**src/rtl/tsb_pkg.sv**
```systemverilog
// Package: shared types for the transmit slip buffer.
// Assumes nothing beyond IEEE 1800-2017 enum support.
package tsb_pkg;

    // Realignment controller states.
    typedef enum logic [1:0] {
        ALN_IDLE  = 2'd0,
        ALN_ARMED = 2'd1,
        ALN_COUNT = 2'd2
    } align_state_e;

endpackage

```
**src/rtl/tsb_octet_store.sv**
```systemverilog
// Octet store: one entry per timeslot, written from the backplane side and
// read with a registered port from the line side.
// Assumes: out-of-range write indices must be dropped; a read and a write
// in the same clock return the old content.
module tsb_octet_store #(
    parameter int SLOTS = 24,
    parameter int OCT_W = 8,
    parameter int SW    = $clog2(SLOTS + 1)
) (
    input  logic             clk,
    input  logic             wr_en,
    input  logic [SW-1:0]    wr_addr,
    input  logic [OCT_W-1:0] wr_data,
    input  logic             rd_en,
    input  logic [SW-1:0]    rd_addr,
    output logic [OCT_W-1:0] rd_data
);

    logic [OCT_W-1:0] mem [SLOTS];
    logic             wr_ok;

    // Accept only indices that address a real entry.
    always_comb begin
        wr_ok = wr_en && (wr_addr < SW'(SLOTS));
    end

    // Store one octet per accepted write.
    always_ff @(posedge clk) begin
        if (wr_ok) begin
            mem[wr_addr] <= wr_data;
        end
    end

    // Registered read: the value present before this edge.
    always_ff @(posedge clk) begin
        if (rd_en) begin
            rd_data <= mem[rd_addr];
        end
    end

endmodule

```
**src/rtl/tsb_align_ctl.sv**
```systemverilog
// Realignment controller: latches a clamped delay on a non-zero
// configuration write, waits for the next write of entry 0, then counts
// line strobes and raises force_o on the strobe that must become frame
// position 0. Assumes force_o is used combinationally by the line timer.
module tsb_align_ctl
    import tsb_pkg::*;
#(
    parameter int DLY_W = 8,
    parameter int LIMIT = 192
) (
    input  logic             clk,
    input  logic             rst_n,
    input  logic             cfg_wr,
    input  logic [DLY_W-1:0] cfg_delay,
    input  logic             slot0_wr,
    input  logic             tick,
    output logic             force_o
);

    localparam logic [DLY_W-1:0] LIM_V = DLY_W'(LIMIT);

    align_state_e     state_q;
    logic [DLY_W-1:0] dly_q;
    logic [DLY_W-1:0] remain_q;
    logic             cfg_take;
    logic [DLY_W-1:0] cfg_clamped;

    // Decode a usable configuration write and limit it below one frame.
    always_comb begin
        cfg_take    = cfg_wr && (cfg_delay != '0);
        cfg_clamped = (cfg_delay > LIM_V) ? LIM_V : cfg_delay;
        force_o     = (state_q == ALN_COUNT) && tick && (remain_q == DLY_W'(1));
    end

    // Arm, count and release the one-time realignment.
    always_ff @(posedge clk) begin
        if (!rst_n) begin
            state_q  <= ALN_IDLE;
            dly_q    <= DLY_W'(1);
            remain_q <= DLY_W'(1);
        end else if (cfg_take) begin
            state_q <= ALN_ARMED;
            dly_q   <= cfg_clamped;
        end else begin
            case (state_q)
                ALN_ARMED: begin
                    if (slot0_wr) begin
                        state_q  <= ALN_COUNT;
                        remain_q <= dly_q;
                    end
                end
                ALN_COUNT: begin
                    if (tick) begin
                        if (remain_q == DLY_W'(1)) begin
                            state_q <= ALN_IDLE;
                        end else begin
                            remain_q <= remain_q - DLY_W'(1);
                        end
                    end
                end
                default: state_q <= ALN_IDLE;
            endcase
        end
    end

    // a running count never exceeds the limit and never reaches zero.
    p_remain_range_r6: assert property (@(posedge clk) disable iff (!rst_n)
        (state_q == ALN_COUNT) |-> (remain_q >= DLY_W'(1) && remain_q <= LIM_V));

    // a zero write leaves the stored delay untouched.
    p_zero_ignored_r7: assert property (@(posedge clk) disable iff (!rst_n)
        (cfg_wr && cfg_delay == '0) |=> $stable(dly_q));

    // after the forced boundary the controller rests unless re-armed.
    p_force_once_r8: assert property (@(posedge clk) disable iff (!rst_n)
        (force_o && !cfg_take) |=> (state_q == ALN_IDLE));

    // a usable write while counting returns to waiting for entry 0.
    p_rearm_r9: assert property (@(posedge clk) disable iff (!rst_n)
        (cfg_take && state_q == ALN_COUNT) |=> (state_q == ALN_ARMED));

endmodule

```
**src/rtl/tsb_line_timer.sv**
```systemverilog
// Line timer: walks the 193-position line frame (SLOTS octets of OCT_W bits
// plus one framing bit) on each strobe, and restarts at position 0 when
// force_i is high. Issues the store read and the registered output pulses.
// Assumes tick is a single-clock pulse per bit period.
module tsb_line_timer #(
    parameter int SLOTS = 24,
    parameter int OCT_W = 8,
    parameter int SW    = $clog2(SLOTS + 1),
    parameter int BW    = (OCT_W > 1) ? $clog2(OCT_W) : 1
) (
    input  logic          clk,
    input  logic          rst_n,
    input  logic          tick,
    input  logic          force_i,
    output logic          rd_en,
    output logic [SW-1:0] rd_addr,
    output logic          frame_o,
    output logic          valid_o,
    output logic [SW-1:0] slot_o
);

    logic [SW-1:0] slot_q;
    logic [BW-1:0] bit_q;
    logic [SW-1:0] cur_slot;
    logic [BW-1:0] cur_bit;
    logic          cur_data;

    // Position used by this strobe, with the forced restart applied.
    always_comb begin
        cur_slot = force_i ? '0 : slot_q;
        cur_bit  = force_i ? '0 : bit_q;
        cur_data = (cur_bit == '0) && (cur_slot < SW'(SLOTS));
        rd_en    = tick && cur_data;
        rd_addr  = cur_slot;
    end

    // Advance the frame position once per strobe.
    always_ff @(posedge clk) begin
        if (!rst_n) begin
            slot_q <= '0;
            bit_q  <= '0;
        end else if (tick) begin
            if (cur_slot == SW'(SLOTS)) begin
                slot_q <= '0;
                bit_q  <= '0;
            end else if (cur_bit == BW'(OCT_W - 1)) begin
                slot_q <= cur_slot + SW'(1);
                bit_q  <= '0;
            end else begin
                slot_q <= cur_slot;
                bit_q  <= cur_bit + BW'(1);
            end
        end
    end

    // Register the per-strobe output pulses.
    always_ff @(posedge clk) begin
        if (!rst_n) begin
            frame_o <= 1'b0;
            valid_o <= 1'b0;
            slot_o  <= '0;
        end else begin
            frame_o <= tick && (cur_slot == '0) && (cur_bit == '0);
            valid_o <= tick && cur_data;
            if (tick) begin
                slot_o <= cur_slot;
            end
        end
    end

    // the stored position stays inside the frame; framing bit has one position.
    p_pos_range_r2: assert property (@(posedge clk) disable iff (!rst_n)
        (slot_q <= SW'(SLOTS)) && ((slot_q == SW'(SLOTS)) -> (bit_q == '0)));

    // a forced strobe is reported as a frame start.
    p_realign_r5: assert property (@(posedge clk) disable iff (!rst_n)
        (tick && force_i) |=> frame_o);

endmodule

```
**src/rtl/tx_slip_buffer.sv**
```systemverilog
// Transmit slip buffer top: octet store, line timer and one-time
// realignment controller. Assumes one clock for both sides, with the
// line bit period given as a strobe.
module tx_slip_buffer #(
    parameter int SLOTS = 24,
    parameter int OCT_W = 8,
    parameter int DLY_W = 8,
    parameter int SW    = $clog2(SLOTS + 1)
) (
    input  logic             clk,
    input  logic             rst_n,
    input  logic             bp_wr_en,
    input  logic [SW-1:0]    bp_wr_slot,
    input  logic [OCT_W-1:0] bp_wr_data,
    input  logic             cfg_wr,
    input  logic [DLY_W-1:0] cfg_delay,
    input  logic             line_tick,
    output logic             line_frame,
    output logic             line_oct_valid,
    output logic [SW-1:0]    line_oct_slot,
    output logic [OCT_W-1:0] line_oct_data
);

    localparam int LIMIT = SLOTS * OCT_W;

    logic          force_w;
    logic          rd_en_w;
    logic [SW-1:0] rd_addr_w;
    logic          slot0_wr_w;

    // Detect the backplane write of timeslot 1.
    always_comb begin
        slot0_wr_w = bp_wr_en && (bp_wr_slot == '0);
    end

    tsb_octet_store #(.SLOTS(SLOTS), .OCT_W(OCT_W), .SW(SW)) u_store (
        .clk     (clk),
        .wr_en   (bp_wr_en),
        .wr_addr (bp_wr_slot),
        .wr_data (bp_wr_data),
        .rd_en   (rd_en_w),
        .rd_addr (rd_addr_w),
        .rd_data (line_oct_data)
    );

    tsb_align_ctl #(.DLY_W(DLY_W), .LIMIT(LIMIT)) u_align (
        .clk       (clk),
        .rst_n     (rst_n),
        .cfg_wr    (cfg_wr),
        .cfg_delay (cfg_delay),
        .slot0_wr  (slot0_wr_w),
        .tick      (line_tick),
        .force_o   (force_w)
    );

    tsb_line_timer #(.SLOTS(SLOTS), .OCT_W(OCT_W), .SW(SW)) u_timer (
        .clk     (clk),
        .rst_n   (rst_n),
        .tick    (line_tick),
        .force_i (force_w),
        .rd_en   (rd_en_w),
        .rd_addr (rd_addr_w),
        .frame_o (line_frame),
        .valid_o (line_oct_valid),
        .slot_o  (line_oct_slot)
    );

    // outputs are single-clock pulses that follow a strobe only.
    p_pulse_r1: assert property (@(posedge clk) disable iff (!rst_n)
        !line_tick |=> (!line_frame && !line_oct_valid));

    // a presented octet always carries a real slot index.
    p_slot_range_r3: assert property (@(posedge clk) disable iff (!rst_n)
        line_oct_valid |-> (line_oct_slot < SW'(SLOTS)));

endmodule

```
**config.mk**
```make
export PLATFORM = sky130hd
export DESIGN_NAME = tx_slip_buffer
export DESIGN_NICKNAME = d
export VERILOG_FILES = /design/src/rtl/tsb_pkg.sv /design/src/rtl/tsb_octet_store.sv /design/src/rtl/tsb_align_ctl.sv /design/src/rtl/tsb_line_timer.sv /design/src/rtl/tx_slip_buffer.sv
export SDC_FILE = /design/constraint.sdc
export NUM_CORES = 1
export LEC_CHECK = 0
export ABC_AREA = 0
export CAP_MARGIN = 15
export CORE_AREA = 2 2 140 142
export DETAILED_ROUTE_END_ITERATION = 8
export DIE_AREA = 0 0 142 144
export PLACE_DENSITY = 0.78
export SETUP_SLACK_MARGIN = 0.3
export SLEW_MARGIN = 20
export SYNTH_ARGS = -nofsm -noshare
export SYNTH_HDL_FRONTEND = slang
export SYNTH_HIERARCHICAL = 1
export SYNTH_SLANG_ARGS = --single-unit
```
**constraint.sdc**
```tcl
create_clock -name clk -period 4.9 [get_ports clk]
set_clock_uncertainty 0.1 [all_clocks]
set_input_delay 1.47 -clock clk [delete_from_list [all_inputs] [get_ports clk]]
set_output_delay 1.47 -clock clk [all_outputs]
set_load 0.05 [all_outputs]
```
==> implementation parameters <==
Parameter                              Value

Clocking
  Clock latency of the later-clocked register in the worst-skew pair ... 530 ps
  Maximum level of the CTS H-tree ... 1
  Number of clock buffers inserted by TritonCTS ... 24
  Resized Gates After CTS ... 0
  Number of sinks handled by clock tree synthesis ... 233
  Total setup buffers inserted after CTS ... 0
  Maximum clock insertion buffer count ... 3
  Buffer cell driving the clock tree root ... clkbuf_16
  TritonCTS clock tree ... done
  Total of hold buffers inserted after clock tree synthesis ... 0
  Worst-path clk slew ... 60 ps

Synth
  Yosys top cell by area ... edfxtp_1
  Gate Count Post-Synth ... 593
  Cell with the most instances after synthesis ... edfxtp_1
  Area fraction of the dominant cell type after synthesis ... 62.0%
  Sequential-to-total area share from yosys stat ... 68.8%
  Mapped Nets ... 625
  Synth warn ... 6
  Number of enable-type register cells in the synthesized netlist ... 200
  Syn Area/Cell ... 16.3 um2
  Top area cells in the synthesized netlist ... edfxtp_1 (62%), mux4_2 (7.4%), dfxtp_1 (6.8%)
  Ys async rst share ... 0%
  Post-synthesis sequential element count ... 233
  Count of cell types in the netlist ... 65
  Cell types with the highest counts after synthesis ... edfxtp_1 (200), mux2i_1 (53), nand2_1 (35)
  Post-synth design cell area ... 9680 um2
  Predominant post-synthesis flop cell ... edfxtp_1

Timing
  Max Transition Viols Final ... 0
  Total negative setup slack ... 0 ps
  RSZ-0062 raised after global routing ... false
  Endpoints failing hold ... 0
  Setup violations, final ... 0
  Highest clock frequency the design can meet ... 0.264 GHz
  Slew at the pin with the worst max-slew slack ... 1040 ps
  Final period util ... 77.2%
  Minimum period implied by the final worst setup slack ... 3780 ps
  Relative slew slack ... 30.7%

Route
  Detailed-route via count ... 5,412
  Post-detailed-route count of antenna-violating nets ... 0
  Violation count after the first detailed-route iteration ... 554
  Vias per inst ... 6.08
  DRC violation count after routing ... 0
  Number of detailed-route iterations in the first pass ... 5
  Average detailed-routed wire length per instance ... 23.1 um
  Total wire length after detailed routing ... 20.5 mm

Global route
  Total congestion overflow ... 0
  Largest net degree at the start of global routing ... 35
  Initial antenna violation count ... 0
  Aggregate global-route resource usage ... 20.7%
  Via count of the first global-routing pass ... 5,502
  First-pass GRT wire length ... 31.7 mm

Setup path
  Slowest CP cell ... or4b_1
  Setup crit end kind ... flip-flop
  Crit Path Max Fanout ... 8
  Crit path to ... u_align/remain_q[7]$_SDFFE_PN0P_
  Critical path launch point ... bp_wr_slot[4]
  Crit path buffers/inverters ... 1
  Critical path start-end classification ... input port to flip-flop
  Largest stage delay on the critical path ... 590 ps
  Worst reg2reg path startpoint ... u_align/remain_q[1]$_SDFFE_PN0P_
  Cell chain of the critical path ... clkdlybuf4s50_1 > or4b_1 > nor3_2 > and3b_1 > a21oi_1 > or3_1 > mux2i_1
  Type of element launching the critical path ... input port
  Setup slack of the most critical reg-to-reg path ... 1630 ps
  Capturing point of the worst reg2reg path ... u_store/rd_data[7]$_DFFE_PP_
  Worst R2R Path Depth ... 11
  Crit path depth ... 7
  CP required ... 5180 ps
  CP delay by family, top ... simple AND/OR/NAND/NOR gates
  Worst endpoint data arrival time ... 4060 ps

Floorplan
  Die footprint ... 20,400 um2
  Effective utilization at floorplan ... 50.8%
  Die height ... 144 um
  Horizontal die dimension ... 142 um
  FP Rows ... 51
  Core Area ... 19,100 um2
  IO Pins ... 41

Placed design
  Cell area after placement ... 10,300 um2
  Final RePlAce weighted congestion ... 0.808
  Port Buffers ... 40
  Final HPWL DP ... 13.5 mm

Final layout
  Number of nets in the final layout ... 666
  Layout cell share with drive strength beyond 1 ... 14.7%
  Cell area after layout ... 11,100 um2
  Layout fillers ... 1,385
  Area delta synth->final ... 14.2%
  Multi-input combinational cell area ... 2790 um2
  Ant diodes ... 0
  Footprint of the flip-flops and latches ... 6670 um2

Power and ir drop
  Static leakage power ... 3.52 nW
  P per Cell Area ... 375 nW/um2
  Worst voltage drop across the vdd grid ... 0.365 mV

Outcome
  Result of the run ... finished clean

Min path
  Type of the worst min-delay path ... flip-flop to flip-flop

Run
  Number of maximum-capacitance violations ... 0
cells by family after synthesis:
group                      Yosys count  share of synthesized area [%]
xor gates and xnor gates             3                          0.271
and+or+nand+nor                    151                           8.66
buffers and inverters               39                           2.45
AOI/OAI and AO/OA                   75                           5.97
adders and majority gates            6                          0.775
muxes                               86                           13.0
DFF                                233                           68.8
final cells by class:
type / count / area share (%)
inverters: 5 / 0.170
clock buffers: 31 / 5.76
clock inverters: 13 / 1.43
multi-input cells: 321 / 25.2
well taps: 238 / 2.69
flip-flops and latches: 233 / 60.3
repair buffers: 49 / 4.46
metrics by stage:
stage	cells	hold WS [ps]	util (%)	power (mW)	setup WS, ps
2_1_floorplan	593	335	-	2.29	1580
3_3_place_gp	846	342	53.8	2.36	703
3_5_place_dp	846	361	53.8	2.37	604
4_1_cts	890	369	58.0	4.17	1140
5_1_grt	890	396	58.0	4.27	1060
6_report	890	368	58.0	4.15	1120
placed cells by master, fill, tap and decap left out, types with 5 or more instances in the layout:
cell type,netlist,layout
nand2_1,35,35
nor3_1,7,7
clkdlybuf4s50_1,0,40
mux4_2,32,32
nor2_1,29,29
o311ai_1,8,8
mux2i_1,53,53
nor2b_1,16,15
buf_4,2,7
a21oi_1,7,7
a21boi_0,6,6
clkinv_2,0,5
clkbuf_16,0,24
dfxtp_1,33,33
a22oi_1,10,10
ha_1,6,6
clkbuf_1,11,6
nand3_1,24,24
edfxtp_1,200,200
a2bb2oi_1,9,9
o211ai_1,10,10
registers in the layout (all words and copies together), names as in the netlist:
register	count
u_timer/slot_o	5
u_align/dly_q	8
u_timer/slot_q	5
u_timer/valid_o	1
u_store/mem	192
u_align/remain_q	8
u_store/rd_data	8
u_align/state_q	2
u_timer/bit_q	3
u_timer/frame_o	1
worst reg2reg max path: cells and delay by family, from the launching register on:
| family | cells | cell delay (ps) |
|---|---|---|
| compound gates | 3 | 510 |
| fa+ha+maj | 1 | 140 |
| buf+inv | 2 | 330 |
| flops | 1 | 350 |
| simple gates | 5 | 1570 |
per-layer routing:
| layer | vias to the layer above | global-route usage, % | share of wire [%] |
|---|---|---|---|
| li1 | 2425 | - | - |
| met1 | 2731 | 27.8 | 41 |
| met2 | 222 | 35.4 | 50 |
| met3 | 34 | 3.41 | 6.4 |
| met4 | 0 | 5.68 | 2.3 |
| met5 | - | 0 | 0 |
worst min path at each step:
stage	end	slack, ps	cells after the start	start
global route	u_align/dly_q[5]$_SDFFE_PN0P_	400	2	u_align/dly_q[5]$_SDFFE_PN0P_
CTS	u_align/dly_q[5]$_SDFFE_PN0P_	370	2	u_align/dly_q[5]$_SDFFE_PN0P_
floorplan	u_timer/bit_q[0]$_SDFFE_PN0P_	340	2	u_timer/bit_q[0]$_SDFFE_PN0P_
detailed placement	u_align/dly_q[5]$_SDFFE_PN0P_	360	2	u_align/dly_q[5]$_SDFFE_PN0P_
finish	u_align/dly_q[5]$_SDFFE_PN0P_	370	2	u_align/dly_q[5]$_SDFFE_PN0P_
global placement	u_timer/bit_q[0]$_SDFFE_PN0P_	340	2	u_timer/bit_q[0]$_SDFFE_PN0P_
power by group:
part           total (mW)  leakage (nW)  switching, mW  internal [mW]
Combinational       0.135          1.06         0.0882         0.0468
Clock                1.82         0.388          0.742           1.08
Sequential           2.19          2.07         0.0110           2.18
(Power assumes the default switching activity.)
